File: config.mk
export PLATFORM = sky130hd
export DESIGN_NAME = segdisp_write_port
export DESIGN_NICKNAME = d
export VERILOG_FILES = /design/src/rtl/segdisp_pkg.sv /design/src/rtl/segdisp_sel_sync.sv /design/src/rtl/segdisp_bank.sv /design/src/rtl/segdisp_write_port.sv
export SDC_FILE = /design/constraint.sdc
export NUM_CORES = 1
export LEC_CHECK = 0
export BUFFER_PORTS_ARGS = -buffer_cell sky130_fd_sc_hd__buf_4
export CORE_ASPECT_RATIO = 2
export CORE_MARGIN = 2
export CORE_UTILIZATION = 40
export CTS_BUF_LIST = sky130_fd_sc_hd__clkbuf_8
export CTS_CLUSTER_SIZE = 10
export DETAILED_ROUTE_END_ITERATION = 8
export GPL_TIMING_DRIVEN = 0
export PLACE_DENSITY = 0.6
export SLEW_MARGIN = 10
export SYNTH_ARGS = -nofsm -noshare
export SYNTH_HDL_FRONTEND = slang
export SYNTH_HIERARCHICAL = 1
export SYNTH_SLANG_ARGS = --single-unit
File: constraint.sdc
create_clock -name clk -period 2.3 [get_ports clk]
set_clock_uncertainty 0.05 [all_clocks]
set_input_delay 0.115 -clock clk [delete_from_list [all_inputs] [get_ports clk]]
set_output_delay 0.115 -clock clk [all_outputs]
set_load 0.02 [all_outputs]
File: src/rtl/segdisp_pkg.sv
package segdisp_pkg;
    localparam int SEG_W = 7;
    typedef logic [SEG_W-1:0] glyph_t;

    function automatic glyph_t glyph_of(input logic [3:0] val, input logic code_b);
        glyph_t g;
        case (val)
            4'd0:  g = 7'h3F;
            4'd1:  g = 7'h06;
            4'd2:  g = 7'h5B;
            4'd3:  g = 7'h4F;
            4'd4:  g = 7'h66;
            4'd5:  g = 7'h6D;
            4'd6:  g = 7'h7D;
            4'd7:  g = 7'h07;
            4'd8:  g = 7'h7F;
            4'd9:  g = 7'h6F;
            4'd10: g = code_b ? 7'h40 : 7'h77;
            4'd11: g = code_b ? 7'h79 : 7'h7C;
            4'd12: g = code_b ? 7'h76 : 7'h39;
            4'd13: g = code_b ? 7'h38 : 7'h5E;
            4'd14: g = code_b ? 7'h73 : 7'h79;
            default: g = code_b ? 7'h00 : 7'h71;
        endcase
        return g;
    endfunction
endpackage

File: src/rtl/segdisp_sel_sync.sv
module segdisp_sel_sync #(
    parameter int STAGES = 2
) (
    input  logic clk,
    input  logic rst_n,
    input  logic raw_n,
    output logic sync_n
);
    logic [STAGES-1:0] chain_d, chain_q;

    always_comb begin
        chain_d = {chain_q[STAGES-2:0], raw_n};
    end

    always_ff @(posedge clk or negedge rst_n) begin
        if (!rst_n) chain_q <= '1;
        else        chain_q <= chain_d;
    end

    assign sync_n = chain_q[STAGES-1];
endmodule

File: src/rtl/segdisp_bank.sv
module segdisp_bank #(
    parameter int DIGITS = 4,
    parameter int SEG_W  = 7,
    localparam int AW    = $clog2(DIGITS)
) (
    input  logic                    clk,
    input  logic                    rst_n,
    input  logic                    wr_en,
    input  logic [AW-1:0]           wr_addr,
    input  logic [SEG_W-1:0]        wr_glyph,
    output logic [DIGITS*SEG_W-1:0] segs_flat
);
    typedef struct packed {
        logic [DIGITS-1:0][SEG_W-1:0] digit;
    } bank_t;

    bank_t bank_d, bank_q;
    logic [DIGITS-1:0] wr_sel;

    always_comb begin
        for (int i = 0; i < DIGITS; i++)
            wr_sel[i] = wr_en && (wr_addr == AW'(i));
    end

    always_comb begin
        bank_d = bank_q;
        for (int i = 0; i < DIGITS; i++)
            if (wr_sel[i]) bank_d.digit[i] = wr_glyph;
    end

    always_ff @(posedge clk or negedge rst_n) begin
        if (!rst_n) bank_q <= '0;
        else        bank_q <= bank_d;
    end

    assign segs_flat = bank_q.digit;

    // at most one digit strobed per cycle
    a_r3_one_digit: assert property (@(posedge clk) disable iff (!rst_n)
        $onehot0(wr_sel));

    for (genvar gi = 0; gi < DIGITS; gi++) begin : g_hold
        // a digit not strobed keeps its pattern
        a_r3_hold_digit: assert property (@(posedge clk) disable iff (!rst_n)
            !wr_sel[gi] |=> $stable(bank_q.digit[gi]));
    end
endmodule

File: src/rtl/segdisp_write_port.sv
module segdisp_write_port #(
    parameter int DIGITS      = 4,
    parameter int DATA_W      = 4,
    parameter int SYNC_STAGES = 2,
    localparam int AW         = $clog2(DIGITS),
    localparam int SEG_W      = segdisp_pkg::SEG_W
) (
    input  logic                    clk,
    input  logic                    rst_n,
    input  logic [DATA_W-1:0]       data_in,
    input  logic [AW-1:0]           addr_in,
    input  logic                    sel_a_n,
    input  logic                    sel_b_n,
    input  logic                    font_code_b,
    output logic [DIGITS*SEG_W-1:0] segs_out
);
    import segdisp_pkg::*;

    typedef struct packed {
        logic [DATA_W-1:0] data;
        logic [AW-1:0]     addr;
        logic              win;
        logic              commit;
    } port_t;

    port_t st_d, st_q;
    logic [1:0] sel_raw_n, sel_s_n;
    logic       win_now;
    glyph_t     glyph;

    assign sel_raw_n = {sel_b_n, sel_a_n};

    for (genvar gs = 0; gs < 2; gs++) begin : g_sync
        segdisp_sel_sync #(.STAGES(SYNC_STAGES)) u_sync (
            .clk    (clk),
            .rst_n  (rst_n),
            .raw_n  (sel_raw_n[gs]),
            .sync_n (sel_s_n[gs])
        );
    end

    assign win_now = (sel_s_n == 2'b00);

    always_comb begin
        st_d        = st_q;
        st_d.win    = win_now;
        st_d.commit = st_q.win && !win_now;
        if (win_now) begin
            st_d.data = data_in;
            st_d.addr = addr_in;
        end
    end

    always_ff @(posedge clk or negedge rst_n) begin
        if (!rst_n) st_q <= '0;
        else        st_q <= st_d;
    end

    assign glyph = glyph_of(4'(st_q.data), font_code_b);

    segdisp_bank #(.DIGITS(DIGITS), .SEG_W(SEG_W)) u_bank (
        .clk       (clk),
        .rst_n     (rst_n),
        .wr_en     (st_q.commit),
        .wr_addr   (st_q.addr),
        .wr_glyph  (glyph),
        .segs_flat (segs_out)
    );

    // a commit is a single-cycle pulse
    a_r4_single_pulse: assert property (@(posedge clk) disable iff (!rst_n)
        st_q.commit |=> !st_q.commit);

    // captured value and address frozen while the window is closed
    a_r2_frozen: assert property (@(posedge clk) disable iff (!rst_n)
        !win_now |=> ($stable(st_q.data) && $stable(st_q.addr)));

    // no commit unless the window was open the cycle before
    a_r5_needs_window: assert property (@(posedge clk) disable iff (!rst_n)
        !st_q.win |=> !st_q.commit);
endmodule

==> reports/metrics.yaml <==
hold_path:
  min_to: "st_q[4]$_DFFE_PN0P_"
  min_from: "data_in[0]"
  worstHoldPathType: "in -> reg"
  min_delay_path_depth: 2
synth:
  syn-instance-count: 126
  synth_warnings: 6
  syn_area_um2: 1760
  synth_top_cell_by_area: "dfrtp_1"
  synth_cell_types: 35
  synthArstFlopShare_pct: 100
  synth-edff-count: 0
  synthTopCellsByArea: "dfrtp_1, mux2_2, dfstp_2"
  syn-num-nets: 137
  ys.flop_type: "dfrtp_1"
  ys_ff_latch: 40
  synth_most_common_cell: "dfrtp_1"
  syn_avg_cell_area_um2: 14.0
  synth_common_cells: "dfrtp_1, mux2_2, nor2b_1"
  yosysSeqAreaShare_pct: 57.1
  synth_top_area_share_pct: 51.1
timing:
  timing.final.crit_share_pct: 72.5
  final-max-slew-violation-count: 0
  setup-tns-final_ns: 0
  rsz0062_at_grt: "no"
  final-setup-viol-count: 0
  max_slew.worst_pin.slew_ns: 0.536
  hold_ws_ns: 0.0109
  maxSlewHeadroom_pct: 64.0
  fin_crit_ns: 1.67
  fmax_mhz: 600
  final_hold_viol_count: 0
floorplanning:
  rows: 34
  io_pins: 39
  start_util_pct: 41.0
  die-area_um2: 4980
  die_w_um: 50.9
  coreArea_um2: 4300
  die_h_um: 97.9
clocking:
  post_cts_buffers: 0
  cts-root-buf: "clkbuf_8"
  cts_tree: "yes"
  cts_resized: 0
  clkSinkCount: 40
  cts_buffer_depth: 2
  numCtsBuffers: 5
  cts-htree-levels: 2
  hold_buffers: 3
  clk_latency_ns: 0.29
  path_clk_slew_ns: 0.08
setup_path:
  rrSetupSlack_ns: 0.63
  start_kind: "flip-flop"
  worstSetupPathType: "reg -> reg"
  crit_fanout: 10
  cpPeakStageDelay_ns: 0.48
  crit_chain: "buf_2 -> o21ba_1 -> a311oi_1 -> mux2_2"
  arrival_ns: 1.85
  crit_required_ns: 2.48
  r2r_cells: 4
  regToRegEndpoint: "u_bank/segs_flat[11]$_DFFE_PN0P_"
  r2r-start: "st_q[5]$_DFFE_PN0P_"
  end_kind: "flip-flop"
  slowest_stage: "a311oi_1"
route:
  routedWlPerCell_um: 16.5
  first_iter_violations: 16
  routed_wl_um: 3760
  drc: 0
  vias: 1188
  routed_via_density: 5.21
  ant_nets: 0
  detailedRoute.firstPassIterationCount: 5
grt:
  grtUsageTotal_pct: 16.7
  grt_pass1_vias: 1237
  grt_pass1_wl_um: 6170
  antenna_found_initial: 0
  overflow: 0
  grt_max_degree: 41
cells_and_area:
  nets: 184
  area_growth_pct: 28.5
  final-seq-area_um2: 1010
  layout-drive-gt1-share_pct: 54.6
  final_util_pct: 52.7
  fill_cells: 375
  multi_input_area_um2: 718
  diodes: 0
pwr:
  seqPwrFrac_pct: 38.6
  ir_drop_mv: 0.723
  p_per_area_nw_per_um2: 1280
  comb_power_share_pct: 40.1
  p_sw_share_pct: 33.8
  p_int_mw: 1.92
  p_sw_mw: 0.981
  p_leak_nw: 0.968
  clkPwrFrac_pct: 21.3
  p_total_mw: 2.90
flow_run:
  maxCapViolations: 0
placed_design:
  io_buffers: 37
  hpwl_um: 2680
  gp_congestion: 0.871
status:
  status: "completed"
final cells by class:
class	instances	area share, %
Timing Repair Buffer	40	13.6
Buffer	5	1.49
Tap cell	54	2.99
Sequential cell	40	44.4
Clock inverter	1	1.33
Multi-Input combinational cell	80	31.7
Inverter	1	0.166
Clock buffer	7	4.26
cells in the final DEF, fill, tap and decap left out, types with 2 or more instances in the layout:
| cell | instances |
|---|---|
| a22oi_1 | 2 |
| nor2b_1 | 7 |
| nand2_1 | 2 |
| nand2b_1 | 2 |
| dfstp_2 | 4 |
| dfrtp_1 | 36 |
| clkbuf_8 | 7 |
| mux2_2 | 34 |
| nand3b_2 | 2 |
| a21oi_1 | 2 |
| buf_2 | 3 |
| o21ai_0 | 6 |
| buf_4 | 38 |
| a2bb2oi_1 | 2 |
| dlygate4sd3_1 | 3 |
| and2b_1 | 2 |
how the worst max path moves through the flow:
stage,from,endpoint,slack (ns),cells past startpoint
detailed placement,st_q[5]$_DFFE_PN0P_,u_bank/segs_flat[25]$_DFFE_PN0P_,0.65,4
finish,st_q[5]$_DFFE_PN0P_,u_bank/segs_flat[11]$_DFFE_PN0P_,0.63,4
global placement,st_q[5]$_DFFE_PN0P_,u_bank/segs_flat[4]$_DFFE_PN0P_,0.70,4
global route,st_q[5]$_DFFE_PN0P_,u_bank/segs_flat[4]$_DFFE_PN0P_,0.48,4
floorplan,st_q[7]$_DFFE_PN0P_,u_bank/segs_flat[1]$_DFFE_PN0P_,0.84,4
CTS,st_q[5]$_DFFE_PN0P_,u_bank/segs_flat[25]$_DFFE_PN0P_,0.64,4
cells by family after synthesis:
group                     Yosys count  share of synthesized area (%)
and+or+nand+nor                    24                           10.2
DFF                                40                           57.1
xor gates and xnor gates            1                          0.497
buffers and inverters               6                           2.13
AOI/OAI and AO/OA                  21                           8.38
muxes                              34                           21.7
per-stage QoR:
stage	cell area [um^2]	worst slack, ns	instances
3_5_place_dp	2110	0.646	217
4_1_cts	2260	0.643	228
2_1_floorplan	1760	0.835	126
6_report	2260	0.633	228
3_3_place_gp	2110	0.697	217
5_1_grt	2260	0.479	228
metal layers:
metal | GRT usage, % | wire length (um) | vias to the layer above
met5 | 0 | 0 | -
met3 | 3.52 | 179 | 9
met2 | 28.7 | 2010 | 39
li1 | - | - | 545
met1 | 19.1 | 1480 | 595
met4 | 7.48 | 91 | 0
power groups by stage:
stage                     combinational (mW)  sequential [mW]  clock (mW)
final                                   1.16             1.12       0.619
after global routing                    1.23             1.15       0.661
after CTS                               1.18             1.13       0.631
after detailed placement                1.17             1.14           0
after global placement                  1.15             1.12           0
after floorplan                        0.375             1.41           0
registers in the layout, indices dropped and copies added, names as in the netlist:
| register | count |
|---|---|
| g_sync.u_sync/chain_q | 4 |
| st_q | 8 |
| u_bank/segs_flat | 28 |
worst max-delay path: cells and delay by family, from the launching register on:
family,cells,cell delay [ns]
buffers and inverters,1,0.24
AO/OA/AOI/OAI,2,0.65
multiplexers,1,0.25
flip-flops,1,0.42
(Power assumes the default switching activity.)
